--- src/rtl/flash_seq_pkg.sv ---
package flash_seq_pkg;

  typedef enum logic {OP_PROG = 1'b0, OP_ERASE = 1'b1} op_e;
  typedef enum logic {POLL_DATA = 1'b0, POLL_TOGGLE = 1'b1} poll_e;

  typedef enum logic [2:0] {
    S_IDLE, S_LOAD, S_SETUP, S_WLOW, S_WHIGH, S_PGAP, S_PLOW
  } seq_st_e;

  // nanoseconds to whole clock cycles, rounded up, never below one
  function automatic int ns_to_cyc(input int ns, input int clk_ns);
    int c;
    c = (ns + clk_ns - 1) / clk_ns;
    return (c < 1) ? 1 : c;
  endfunction

endpackage

--- src/rtl/flash_cmd_rom.sv ---
module flash_cmd_rom
  import flash_seq_pkg::*;
#(
  parameter int ADDR_W = 20,
  parameter int DATA_W = 8
) (
  input  op_e               op,
  input  logic [2:0]        step,
  input  logic [ADDR_W-1:0] tgt_addr,
  input  logic [DATA_W-1:0] tgt_data,
  output logic [ADDR_W-1:0] cmd_addr,
  output logic [DATA_W-1:0] cmd_data,
  output logic              cmd_last
);

  localparam logic [ADDR_W-1:0] KEY_A = ADDR_W'(16'h5555);
  localparam logic [ADDR_W-1:0] KEY_B = ADDR_W'(16'h2AAA);

  always_comb begin
    cmd_addr = KEY_A;
    cmd_data = DATA_W'(8'hAA);
    cmd_last = 1'b0;
    case (step)
      3'd0: begin cmd_addr = KEY_A; cmd_data = DATA_W'(8'hAA); end
      3'd1: begin cmd_addr = KEY_B; cmd_data = DATA_W'(8'h55); end
      3'd2: begin
        cmd_addr = KEY_A;
        cmd_data = (op == OP_ERASE) ? DATA_W'(8'h80) : DATA_W'(8'hA0);
      end
      3'd3: begin
        if (op == OP_ERASE) begin
          cmd_addr = KEY_A; cmd_data = DATA_W'(8'hAA);
        end else begin
          cmd_addr = tgt_addr; cmd_data = tgt_data; cmd_last = 1'b1;
        end
      end
      3'd4: begin cmd_addr = KEY_B; cmd_data = DATA_W'(8'h55); end
      3'd5: begin cmd_addr = KEY_A; cmd_data = DATA_W'(8'h10); cmd_last = 1'b1; end
      default: cmd_last = 1'b1;
    endcase
  end

endmodule

--- src/rtl/flash_step_timer.sv ---
module flash_step_timer #(
  parameter int W = 8
) (
  input  logic         clk,
  input  logic         rst,
  input  logic         load,
  input  logic [W-1:0] load_cnt,
  output logic         expired
);

  logic [W-1:0] cnt;

  always_ff @(posedge clk) begin
    if (rst)               cnt <= '0;
    else if (load)         cnt <= load_cnt - W'(1);
    else if (cnt != '0)    cnt <= cnt - W'(1);
  end

  assign expired = (cnt == '0);

endmodule

--- src/rtl/flash_poll_judge.sv ---
module flash_poll_judge
  import flash_seq_pkg::*;
(
  input  poll_e mode,
  input  logic  rd_msb,
  input  logic  rd_tog,
  input  logic  prev_tog,
  input  logic  have_prev,
  input  logic  target_msb,
  output logic  complete
);

  always_comb begin
    if (mode == POLL_DATA) complete = (rd_msb == target_msb);
    else                   complete = have_prev && (rd_tog == prev_tog);
  end

endmodule

--- src/rtl/flash_prog_seq.sv ---
module flash_prog_seq
  import flash_seq_pkg::*;
#(
  parameter int ADDR_W         = 20,
  parameter int DATA_W         = 8,
  parameter int CLK_NS         = 4,
  parameter int T_WP_NS        = 90,
  parameter int T_WPH_NS       = 90,
  parameter int T_ACC_NS       = 90,
  parameter int T_OEH_NS       = 150,
  parameter int PROG_POLL_MAX  = 4000,
  parameter int ERASE_POLL_MAX = 200000
) (
  input  logic              clk,
  input  logic              rst,
  input  logic              req_valid,
  output logic              req_ready,
  input  logic              req_op,
  input  logic              req_poll,
  input  logic [ADDR_W-1:0] req_addr,
  input  logic [DATA_W-1:0] req_data,
  output logic              done,
  output logic              err,
  output logic [ADDR_W-1:0] f_addr,
  output logic [DATA_W-1:0] f_dout,
  output logic              f_dq_oe,
  input  logic [DATA_W-1:0] f_din,
  output logic              f_ce_n,
  output logic              f_oe_n,
  output logic              f_we_n
);

  localparam int N_WP    = ns_to_cyc(T_WP_NS, CLK_NS);
  localparam int N_WPH   = ns_to_cyc(T_WPH_NS, CLK_NS);
  localparam int N_ACC   = ns_to_cyc(T_ACC_NS, CLK_NS);
  localparam int N_OEH   = ns_to_cyc(T_OEH_NS, CLK_NS);
  localparam int N_M1    = (N_WP > N_WPH) ? N_WP : N_WPH;
  localparam int N_M2    = (N_ACC > N_OEH) ? N_ACC : N_OEH;
  localparam int N_MAX   = (N_M1 > N_M2) ? N_M1 : N_M2;
  localparam int TMR_W   = $clog2(N_MAX + 1);
  localparam int LIM_MAX = (PROG_POLL_MAX > ERASE_POLL_MAX) ? PROG_POLL_MAX : ERASE_POLL_MAX;
  localparam int POLL_W  = $clog2(LIM_MAX + 1);
  localparam int MSB     = DATA_W - 1;
  localparam int TOG     = DATA_W - 2;

  seq_st_e           st;
  op_e               op_q;
  poll_e             mode_q;
  logic [ADDR_W-1:0] addr_q;
  logic [DATA_W-1:0] data_q;
  logic [2:0]        step;
  logic [POLL_W-1:0] rd_cnt;
  logic              prev_tog;
  logic              have_prev;

  logic [ADDR_W-1:0] cmd_addr;
  logic [DATA_W-1:0] cmd_data;
  logic              cmd_last;
  logic              tmr_load;
  logic [TMR_W-1:0]  tmr_val;
  logic              tmr_exp;
  logic              complete;
  logic              target_msb;
  logic [POLL_W-1:0] rd_next;
  logic [POLL_W-1:0] poll_lim;
  logic              unused_din_bits;

  assign unused_din_bits = ^f_din[TOG-1:0];
  assign target_msb = (op_q == OP_ERASE) ? 1'b1 : data_q[MSB];
  assign rd_next    = rd_cnt + POLL_W'(1);
  assign poll_lim   = (op_q == OP_ERASE) ? POLL_W'(ERASE_POLL_MAX) : POLL_W'(PROG_POLL_MAX);

  flash_cmd_rom #(.ADDR_W(ADDR_W), .DATA_W(DATA_W)) u_rom (
    .op       (op_q),
    .step     (step),
    .tgt_addr (addr_q),
    .tgt_data (data_q),
    .cmd_addr (cmd_addr),
    .cmd_data (cmd_data),
    .cmd_last (cmd_last)
  );

  flash_step_timer #(.W(TMR_W)) u_tmr (
    .clk      (clk),
    .rst      (rst),
    .load     (tmr_load),
    .load_cnt (tmr_val),
    .expired  (tmr_exp)
  );

  flash_poll_judge u_judge (
    .mode       (mode_q),
    .rd_msb     (f_din[MSB]),
    .rd_tog     (f_din[TOG]),
    .prev_tog   (prev_tog),
    .have_prev  (have_prev),
    .target_msb (target_msb),
    .complete   (complete)
  );

  // each phase loads the shared timer with its own length on entry
  always_comb begin
    tmr_load = 1'b0;
    tmr_val  = '0;
    case (st)
      S_SETUP: begin tmr_load = 1'b1;    tmr_val = TMR_W'(N_WP);  end
      S_WLOW:  begin tmr_load = tmr_exp; tmr_val = TMR_W'(N_WPH); end
      S_WHIGH: begin tmr_load = tmr_exp; tmr_val = TMR_W'(N_OEH); end
      S_PGAP:  begin tmr_load = tmr_exp; tmr_val = TMR_W'(N_ACC); end
      S_PLOW:  begin tmr_load = tmr_exp; tmr_val = TMR_W'(N_OEH); end
      default: ;
    endcase
  end

  always_ff @(posedge clk) begin
    if (rst) begin
      st        <= S_IDLE;
      req_ready <= 1'b1;
      done      <= 1'b0;
      err       <= 1'b0;
      f_addr    <= '0;
      f_dout    <= '0;
      f_dq_oe   <= 1'b0;
      f_ce_n    <= 1'b1;
      f_oe_n    <= 1'b1;
      f_we_n    <= 1'b1;
      op_q      <= OP_PROG;
      mode_q    <= POLL_DATA;
      addr_q    <= '0;
      data_q    <= '0;
      step      <= '0;
      rd_cnt    <= '0;
      prev_tog  <= 1'b0;
      have_prev <= 1'b0;
    end else begin
      done <= 1'b0;
      case (st)
        S_IDLE: begin
          if (req_valid) begin
            op_q      <= op_e'(req_op);
            mode_q    <= poll_e'(req_poll);
            addr_q    <= req_addr;
            data_q    <= req_data;
            step      <= '0;
            req_ready <= 1'b0;
            err       <= 1'b0;
            st        <= S_LOAD;
          end
        end
        S_LOAD: begin
          f_addr  <= cmd_addr;
          f_dout  <= cmd_data;
          f_ce_n  <= 1'b0;
          f_dq_oe <= 1'b1;
          st      <= S_SETUP;
        end
        S_SETUP: begin
          f_we_n <= 1'b0;
          st     <= S_WLOW;
        end
        S_WLOW: begin
          if (tmr_exp) begin
            f_we_n <= 1'b1;
            st     <= S_WHIGH;
          end
        end
        S_WHIGH: begin
          if (tmr_exp) begin
            if (cmd_last) begin
              f_dq_oe   <= 1'b0;
              f_addr    <= addr_q;
              rd_cnt    <= '0;
              have_prev <= 1'b0;
              st        <= S_PGAP;
            end else begin
              step <= step + 3'd1;
              st   <= S_LOAD;
            end
          end
        end
        S_PGAP: begin
          if (tmr_exp) begin
            f_oe_n <= 1'b0;
            st     <= S_PLOW;
          end
        end
        S_PLOW: begin
          if (tmr_exp) begin
            f_oe_n    <= 1'b1;
            rd_cnt    <= rd_next;
            prev_tog  <= f_din[TOG];
            have_prev <= 1'b1;
            if (complete || (rd_next >= poll_lim)) begin
              done      <= 1'b1;
              err       <= ~complete;
              req_ready <= 1'b1;
              f_ce_n    <= 1'b1;
              st        <= S_IDLE;
            end else begin
              st <= S_PGAP;
            end
          end
        end
        default: st <= S_IDLE;
      endcase
    end
  end

endmodule

--- config.mk ---
export PLATFORM = sky130hd
export DESIGN_NAME = flash_prog_seq
export DESIGN_NICKNAME = d
export VERILOG_FILES = /design/src/rtl/flash_seq_pkg.sv /design/src/rtl/flash_cmd_rom.sv /design/src/rtl/flash_step_timer.sv /design/src/rtl/flash_poll_judge.sv /design/src/rtl/flash_prog_seq.sv
export SDC_FILE = /design/constraint.sdc
export NUM_CORES = 1
export LEC_CHECK = 0
export CAP_MARGIN = 10
export CORE_MARGIN = 2
export CORE_UTILIZATION = 36
export CTS_CLUSTER_SIZE = 16
export DETAILED_ROUTE_END_ITERATION = 6
export DONT_BUFFER_PORTS = 1
export GPL_TIMING_DRIVEN = 0
export PLACE_DENSITY = 0.52
export SYNTH_ARGS = -nofsm -noshare
export SYNTH_HDL_FRONTEND = slang
export SYNTH_SLANG_ARGS = --single-unit
--- constraint.sdc ---
create_clock -name clk -period 8.9 [get_ports clk]
set_input_delay 0 -clock clk [delete_from_list [all_inputs] [get_ports clk]]
set_output_delay 0 -clock clk [all_outputs]
set_load 0.005 [all_outputs]
==> flow_metrics.env, run 1 <==
export IMPL_die_h_um=118
export IMPL_rows=41
export IMPL_grt_antenna_before_repair=0
export IMPL_mostFrequentLayoutCells="nand2_1, dfxtp_1, a21oi_1, nor2_1, dlygate4sd3_1"
export IMPL_cts_sinks=97
export IMPL_worst_slack_ns=5.04
export IMPL_muxShareOfSynthArea_pct=0.691
export IMPL_maxCapViolCount=0
export IMPL_crit_chain="ha_1 > buf_2 > nand4_1 > nor4b_1 > nand3_1 > xnor2_1 > ha_1 > a2111oi_1 > o21a_1 > a31oi_4 > mux2_1"
export IMPL_wire_per_inst_um=16.2
export IMPL_hold_buffers=31
export IMPL_dp_slack_ns=5.18
export IMPL_avgSynthCellArea_sq_um=7.88
export IMPL_hold_depth=5
export IMPL_cp_max_fo=10
export IMPL_die_w_um=118
export IMPL_startpoint_type="flop"
export IMPL_diodes=0
export IMPL_cts_setup_buffers=0
export IMPL_synth_compound_area_share_pct=22.1
export IMPL_clockBufferDepth=2
export IMPL_rrSetupSlack_ns=5.04
export IMPL_synth_edf_count=0
export IMPL_yosys_area_share_adder_pct=3.72
export IMPL_cts_made_buffers=9
export IMPL_clk_latency_ns=0.35
export IMPL_status="completed"
export IMPL_drive_above_1_share_pct=6.06
export IMPL_syn_area_sq_mm=0.00471
export IMPL_grt_pass1_wl_um=21500
export IMPL_worst_r2r_startpoint="rd_cnt[0]"
export IMPL_route_detailed_drc=0
export IMPL_tritoncts="done"
export IMPL_gp_congestion=0.861
export IMPL_synth_cell_type_count=59
export IMPL_synth_fp_nets=652
export IMPL_seq_area_frac_synth_pct=41.3
export IMPL_root_buffer="clkbuf_16"
export IMPL_critical_path_max_stage_delay_ns=0.73
export IMPL_synth_async_reset_ratio_pct=0
export IMPL_grtUsageTotal_pct=19.2
export IMPL_worst_path_buf_inv=1
export IMPL_hp_class="input port to flop"
export IMPL_rsz0062_at_grt="no"
export IMPL_start_util_pct=37.1
export IMPL_final_common_cell="nand2_1"
export IMPL_cts_resized=0
export IMPL_ir_drop_uv=166
export IMPL_yosys_area_top_type_share_pct=41.3
export IMPL_dpl_hpwl_um=9560
export IMPL_drv_slew=0
export IMPL_core_sq_mm=0.0127
export IMPL_synth_top_area_cell="dfxtp_1"
export IMPL_ys_ff_latch=97
export IMPL_grt_overflow=0
export IMPL_ios=76
export IMPL_netlist_instances=597
export IMPL_end_kind="flop"
export IMPL_detail_route_antenna_nets=0
export IMPL_worst_pin_slew_ns=0.824
export IMPL_cts_max_level=3
export IMPL_setup_viol=0
export IMPL_area_growth_pct=19.5
export IMPL_grt_max_degree=17
export IMPL_power_leakage_nw=2.02
export IMPL_place_area_sq_mm=0.00492
export IMPL_fin_crit_sh_pct=43.3
export IMPL_slowest_stage="a2111oi_1"
export IMPL_synth_top_flop_cell="dfxtp_1"
export IMPL_r2r_end="err"
export IMPL_tns_ns=0
export IMPL_power_density_mw_per_mm2=267
export IMPL_max_freq_ghz=0.259
export IMPL_crit_family="compound AO/OA/AOI/OAI gates"
export IMPL_worstSetupPathType="flop to flop"
export IMPL_place_inst=769
export IMPL_drt_total_wl_um=13200
export IMPL_dr_pass1_iters=4
export IMPL_worstPathArrival_ns=4.09
export IMPL_max_slew_margin_pct=44.9
export IMPL_design_area_sq_mm=0.00562
export IMPL_synth_simple_gate_area_share_pct=25.7
export IMPL_first_global_vias=4130
export IMPL_hold_viol=0
export IMPL_synthXorXnorAreaFrac_pct=2.23
export IMPL_reg2reg_depth=11
export IMPL_required_ns=9.14
export IMPL_min_period_ns=3.86
export IMPL_min_to="st[0]"
export IMPL_whs_ns=0.109
export IMPL_skew_ns=0.00474
export IMPL_worstHoldStart="req_valid"
export IMPL_drt_iter0_drc=256
export IMPL_synthTopCellsByArea="dfxtp_1, a21oi_1, nand2_1"
export IMPL_stdcell_count=816
export IMPL_final_nets=694
export IMPL_yosysWarnings=0
export IMPL_cts_clk_slew_worst_paths_ns=0.07
export IMPL_cp_common_cell="ha_1"
export IMPL_io_buffers=0
export IMPL_synth_top_family_by_area="simple AND/OR/NAND/NOR gates"
export IMPL_die_area_sq_mm=0.0140
export IMPL_vias_per_cell=5.30
export IMPL_via_count=4321
power breakdown:
| group | switching, mW | internal (mW) | total [mW] |
|---|---|---|---|
| registers | 0.0572 | 0.514 | 0.571 |
| logic | 0.270 | 0.153 | 0.423 |
| clock network | 0.175 | 0.332 | 0.507 |
through the flow:
step	power, mW	utilization (%)
finish	1.50	44.4
floorplan	0.880	-
detailed placement	0.995	38.8
CTS	1.51	44.4
global placement	0.984	38.8
global route	1.59	44.4
area by class of cell:
type                            count  area [sq um]
Sequential cell                    97          1940
Timing Repair Buffer               31           310
Clock buffer                        9           225
Clock inverter                      7           166
Buffer                             39           169
Inverter                            9          33.8
Tap cell                          172           215
Fill cell                        1301          7050
Multi-Input combinational cell    452          2560
synth_stat cells (4+ instances only):
cell type	count
dfxtp_1	97
or4_1	5
a21o_1	6
nand2b_1	4
clkbuf_1	30
or3_1	6
o21ai_0	28
o211ai_1	10
inv_1	9
o22ai_1	4
or2_2	5
xnor2_1	9
nor2_1	56
nand2_1	110
buf_2	6
ha_1	14
nor2b_1	6
a211oi_1	9
nor3_1	11
nand3_1	13
a22oi_1	9
nand3b_1	5
a21oi_1	84
worst max path at each step:
stage                     startpoint   to  slack [ns]  cells past startpoint
after global routing       rd_cnt[0]  err        4.80                     11
after floorplan            rd_cnt[0]  err        5.75                     11
after global placement     rd_cnt[0]  err        5.18                     11
final                      rd_cnt[0]  err        5.04                     11
after CTS                  rd_cnt[0]  err        5.14                     11
after detailed placement   rd_cnt[0]  err        5.18                     11
routing by layer:
| metal | global-route usage, % | up-vias | share of wire, % |
|---|---|---|---|
| li1 | - | 2185 | - |
| met1 | 24.4 | 2042 | 47 |
| met2 | 32.0 | 75 | 48 |
| met3 | 3.81 | 19 | 3.7 |
| met4 | 7.53 | 0 | 2.0 |
| met5 | 0 | - | 0 |
worst min-delay path: cells and delay by family:
family	cells	cell delay [ns]
compound gates	3	0.27
simple gates	2	0.14
logic make-up after synthesis:
group,count (synthesis)
simple gates,251
compound gates,172
flops,97
buf+inv,48
fa+ha+maj,14
xor+xnor,12
mux,3
registers in the layout (all words and copies together) (netlist names), 3 cells and up:
register / flops
addr_q: 20
rd_cnt: 18
data_q: 8
f_addr: 20
st: 3
f_dout: 8
step: 3
u_tmr.cnt: 6
No activity file was read; power rests on OpenSTA's default activity.
==> run 2: changes to the inputs <==
Settings changed: PLACE_DENSITY 0.52 to 0.54.
Clock period 8.9 ns to 3.28 ns, I/O delays scaled along.
==> flow_metrics.env, run 2 (synthesis results as in run 1) <==
export IMPL_status="completed"
export IMPL_vias_per_cell=5.34
export IMPL_skew_ns=0.00978
export IMPL_drive_above_1_share_pct=7.12
export IMPL_cts_clk_slew_worst_paths_ns=0.07
export IMPL_mostFrequentLayoutCells="nand2_1, dfxtp_1, a21oi_1, nor2_1"
export IMPL_crit_chain="buf_2 > nand3_1 > nor3_4 > and3_1 > xor2_1 > ha_1 > nor2b_1 > a211o_1 > o211ai_1 > a31oi_4 > mux2_1"
export IMPL_grt_antenna_before_repair=0
export IMPL_nFillCells=1295
export IMPL_dr_pass1_iters=5
export IMPL_first_global_vias=4107
export IMPL_place_area_sq_mm=0.00492
export IMPL_cts_sinks=97
export IMPL_io_buffers=0
export IMPL_route_detailed_drc=0
export IMPL_grt_pass1_wl_um=21300
export IMPL_top_regs="addr_q x20, f_addr x20, rd_cnt x18"
export IMPL_wire_per_inst_um=16.2
export IMPL_cts_max_level=3
export IMPL_via_count=4366
export IMPL_drt_iter0_drc=281
export IMPL_grt_max_degree=17
export IMPL_tritoncts="done"
export IMPL_power_density_mw_per_mm2=667
export IMPL_design_area_sq_mm=0.00559
export IMPL_drt_total_wl_um=13200
export IMPL_setup_viol=0
export IMPL_clk_latency_ns=0.36
export IMPL_multi_input_area_sq_mm=0.00262
export IMPL_max_freq_ghz=0.324
export IMPL_gp_congestion=0.870
export IMPL_drv_slew=0
export IMPL_final_nets=696
export IMPL_die_h_um=118
export IMPL_grt_overflow=0
export IMPL_core_sq_mm=0.0127
export IMPL_end_kind="flop"
export IMPL_seqCellArea_sq_mm=0.00194
export IMPL_root_buffer="clkbuf_16"
export IMPL_diodes=0
export IMPL_die_area_sq_mm=0.0140
export IMPL_worstSetupPathType="flop to flop"
export IMPL_worst_path_buf_inv=1
export IMPL_fin_crit_sh_pct=94.0
export IMPL_slowest_stage="nor3_4"
export IMPL_hold_viol=0
export IMPL_maxCapViolCount=0
export IMPL_detail_route_antenna_nets=0
export IMPL_area_growth_pct=18.8
export IMPL_startpoint_type="flop"
export IMPL_dpl_hpwl_um=9270
export IMPL_worst_pin_slew_ns=0.892
export IMPL_ir_drop_uv=446
export IMPL_fin_util_pct=44.1
export IMPL_power_leakage_nw=2.03
export IMPL_p_total_mw=3.73
export IMPL_required_ns=3.52
export IMPL_worstPathArrival_ns=3.33
export IMPL_max_slew_margin_pct=40.1
export IMPL_die_w_um=118
export IMPL_clockBufferDepth=2
export IMPL_rows=41
export IMPL_min_period_ns=3.08
export IMPL_grtUsageTotal_pct=19.3
export IMPL_final_common_cell="nand2_1"
export IMPL_crit_family="simple AND/OR/NAND/NOR gates"
export IMPL_cp_max_fo=10
export IMPL_critical_path_max_stage_delay_ns=0.38
export IMPL_start_util_pct=37.1
export IMPL_hp_class="input port to flop"
export IMPL_cts_made_buffers=9
export IMPL_ios=76
==> run 2: cell types whose count changed in the layout (fill, tap and decap cells not counted), sizes merged <==
cell	before	now
inv	9	10
bufinv	5	0
clkinvlp	1	3
clkbuf	39	41
buf	9	11
==> run 2: cell type report <==
cell class / instances / share of cell area [%]
multi-input combinational: 452 / 46.9
buffer: 39 / 3.02
sequential: 97 / 34.8
clock buffer: 11 / 4.34
tap: 172 / 3.85
inverter: 9 / 0.604
timing repair buffer: 33 / 5.82
clock inverter: 5 / 0.716
==> run 2: worst min-delay path, cell delays in order <==
cell      delay [ns]
nand2b_1        0.09
a221o_1         0.15
a21oi_1         0.05
nand2_1         0.05
o21ai_0         0.06
==> run 2: report_power, final <==
group | switching, mW | total [mW] | internal [mW]
sequential | 0.152 | 1.55 | 1.39
clock | 0.479 | 1.02 | 0.539
combinational | 0.746 | 1.17 | 0.420
==> run 2: final timing paths <==
path,from,end,slack [ns],depth (start not counted)
worst max-delay path,rd_cnt[2],err,0.20,11
worst min-delay path,req_valid,st[0],0.09,5
worst min register to register,addr_q[13],addr_q[13],0.46,2
worst max register to register,rd_cnt[2],err,0.20,11
==> run 2: repair_timing <==
item | in CTS | in global routing
pin swaps | 1 | 2
endpoints found under the hold margin | 31 | 0
hold buffers | 31 | 0
setup endpoints to repair | 6 | 5
gates resized for setup | 5 | 5
setup buffers | 1 | 1
==> run 2: per-layer routing <==
metal,share of wire [%],vias up,GRT usage [%]
li1,-,2196,-
met1,45,2051,24.8
met2,47,108,31.1
met3,6.0,11,4.83
met4,1.5,0,7.08
met5,0,-,0
==> run 2: stage by stage <==
stage | instances | setup slack [ns] | hold slack [ns] | setup TNS (ns)
after floorplan | 597 | 0.129 | 0.136 | 0
after global placement | 769 | -0.475 | 0.140 | -1.79
after detailed placement | 769 | -0.491 | 0.142 | -1.87
after CTS | 817 | 0.0673 | 0.0655 | 0
after global routing | 818 | -0.0134 | 0.119 | -0.0134
final | 818 | 0.198 | 0.0862 | 0
==> run 3: changes to the inputs <==
Settings changed: SYNTH_HIERARCHICAL from default to 1.
==> flow_metrics.env, run 3 <==
export IMPL_dpl_hpwl_um=10000
export IMPL_maxCapViolCount=0
export IMPL_ys_ff_latch=97
export IMPL_setup_viol=0
export IMPL_grtUsageTotal_pct=19.6
export IMPL_final_nets=745
export IMPL_avgSynthCellArea_sq_um=7.79
export IMPL_tritoncts="done"
export IMPL_end_kind="flop"
export IMPL_synth_async_reset_ratio_pct=0
export IMPL_grt_pass1_wl_um=23000
export IMPL_max_freq_ghz=0.324
export IMPL_via_count=4690
export IMPL_crit_family="compound AO/OA/AOI/OAI gates"
export IMPL_skew_ns=0.00917
export IMPL_required_ns=3.48
export IMPL_max_slew_margin_pct=42.5
export IMPL_drt_iter0_drc=318
export IMPL_min_period_ns=3.09
export IMPL_ios=76
export IMPL_die_area_sq_mm=0.0149
export IMPL_yosys_top_cells_count="nand2_1, dfxtp_1, a21oi_1, nor2_1, clkbuf_1"
export IMPL_worstSetupPathType="flop to flop"
export IMPL_hold_viol=0
export IMPL_synth_top_area_cell="dfxtp_1"
export IMPL_rows=43
export IMPL_fin_util_pct=43.5
export IMPL_syn_area_sq_mm=0.00503
export IMPL_worst_path_buf_inv=1
export IMPL_detail_route_antenna_nets=0
export IMPL_drv_slew=0
export IMPL_tns_ns=0
export IMPL_synth_cell_type_count=67
export IMPL_whs_ns=0.0426
export IMPL_power_leakage_nw=2.29
export IMPL_worstPathArrival_ns=3.29
export IMPL_wire_per_inst_um=16.2
export IMPL_first_global_vias=4589
export IMPL_root_buffer="clkbuf_16"
export IMPL_cts_made_buffers=9
export IMPL_grt_antenna_before_repair=0
export IMPL_gp_congestion=0.866
export IMPL_rsz0062_at_grt="no"
export IMPL_ir_drop_uv=276
export IMPL_crit_chain="ha_4 > inv_1 > nor4_4 > and3_1 > nand3_1 > xnor2_1 > ha_1 > nand2_1 > a211o_2 > o31a_2 > a31oi_1 > a221oi_1"
export IMPL_synth_most_common_cell="nand2_1"
export IMPL_clockBufferDepth=2
export IMPL_startpoint_type="flop"
export IMPL_power_density_mw_per_mm2=524
export IMPL_clk_latency_ns=0.36
export IMPL_die_w_um=122
export IMPL_top_regs="addr_q x20, f_addr x20, rd_cnt x18"
export IMPL_place_inst=828
export IMPL_start_util_pct=36.5
export IMPL_area_growth_pct=19.1
export IMPL_p_total_mw=3.14
export IMPL_vias_per_cell=5.35
export IMPL_synthTopCellsByArea="dfxtp_1, nand2_1, a21oi_1"
export IMPL_cts_sinks=97
export IMPL_drt_total_wl_um=14200
export IMPL_mostFrequentLayoutCells="nand2_1, dfxtp_1, a21oi_1, nor2_1, dlygate4sd3_1"
export IMPL_drive_above_1_share_pct=10.3
export IMPL_slowest_stage="dfxtp_1"
export IMPL_fin_crit_sh_pct=94.1
export IMPL_hp_class="input port to flop"
export IMPL_grt_overflow=0
export IMPL_synth_edf_count=0
export IMPL_seq_area_frac_synth_pct=38.6
export IMPL_netlist_instances=646
export IMPL_critical_path_max_stage_delay_ns=0.41
export IMPL_dr_pass1_iters=5
export IMPL_cts_clk_slew_worst_paths_ns=0.07
export IMPL_yosysWarnings=6
export IMPL_die_h_um=122
export IMPL_io_buffers=0
export IMPL_route_detailed_drc=0
export IMPL_worst_pin_slew_ns=0.858
export IMPL_stdcell_count=877
export IMPL_grt_max_degree=16
export IMPL_synth_top_flop_cell="dfxtp_1"
export IMPL_core_sq_mm=0.0138
export IMPL_cp_max_fo=7
export IMPL_yosys_area_top_type_share_pct=38.6
export IMPL_cts_max_level=3
export IMPL_final_common_cell="nand2_1"
export IMPL_diodes=0
export IMPL_status="completed"
-- run 3: metrics by stage --
stage	setup WS, ns	instance area [sq um]
after detailed placement	-0.465	5270
after global routing	0.0127	6000
after floorplan	0.111	5050
after CTS	0.0160	5930
after global placement	-0.395	5270
final	0.194	6000
-- run 3: report_power, final --
| part | switching (mW) | internal [mW] | total (mW) |
|---|---|---|---|
| Clock | 0.471 | 0.583 | 1.05 |
| Sequential | 0.0887 | 1.29 | 1.38 |
| Combinational | 0.405 | 0.305 | 0.710 |
| Total | 0.964 | 2.18 | 3.14 |
-- run 3: what timing repair did --
action,in CTS,in global routing
pin swaps,1,2
gates resized for setup,10,18
endpoints found under the setup margin,8,6
buffers inserted,0,2
endpoints found under the hold margin,38,0
hold buffers,33,0
-- run 3: final cells by class --
type / count / area, sq um
clock buffers: 9 / 225
flip-flops and latches: 97 / 1950
inverters: 7 / 26.3
repair buffers: 35 / 345
fillers: 1419 / 7780
clock inverters: 5 / 58.8
well taps: 180 / 225
multi-input cells: 496 / 2930
plain buffers: 48 / 235
-- run 3: routing by layer --
layer	track usage [%]	share of wire (%)
met5	0	0
met4	6.82	1.8
met3	5.11	5.7
met2	33.0	48
met1	24.1	45
-- run 3: final timing paths --
| path | cells past startpoint | to | slack (ns) | from |
|---|---|---|---|---|
| setup / recovery | 12 | st[2] | 0.19 | rd_cnt[0] |
| setup reg to reg | 12 | st[2] | 0.19 | rd_cnt[0] |
| hold / removal | 4 | addr_q[16] | 0.04 | req_valid |
| hold reg to reg | 2 | data_q[4] | 0.46 | data_q[4] |
-- run 3: cells by family after synthesis --
kind of cell | synth area share (%)
AND/OR/NAND/NOR | 27.4
multiplexers | 1.67
adder cells (fa/ha/maj) | 2.49
flip-flops | 38.6
XOR/XNOR | 2.39
AO/OA/AOI/OAI | 22.5
buffers and inverters | 4.90
other | 0.0745
-- run 3: worst register-to-register path: stages, from the launching register on --
cell	delay [ns]
dfxtp_1	0.41
ha_4	0.20
inv_1	0.12
nor4_4	0.34
and3_1	0.25
nand3_1	0.10
xnor2_1	0.18
ha_1	0.31
nand2_1	0.05
a211o_2	0.32
o31a_2	0.34
a31oi_1	0.21
a221oi_1	0.10
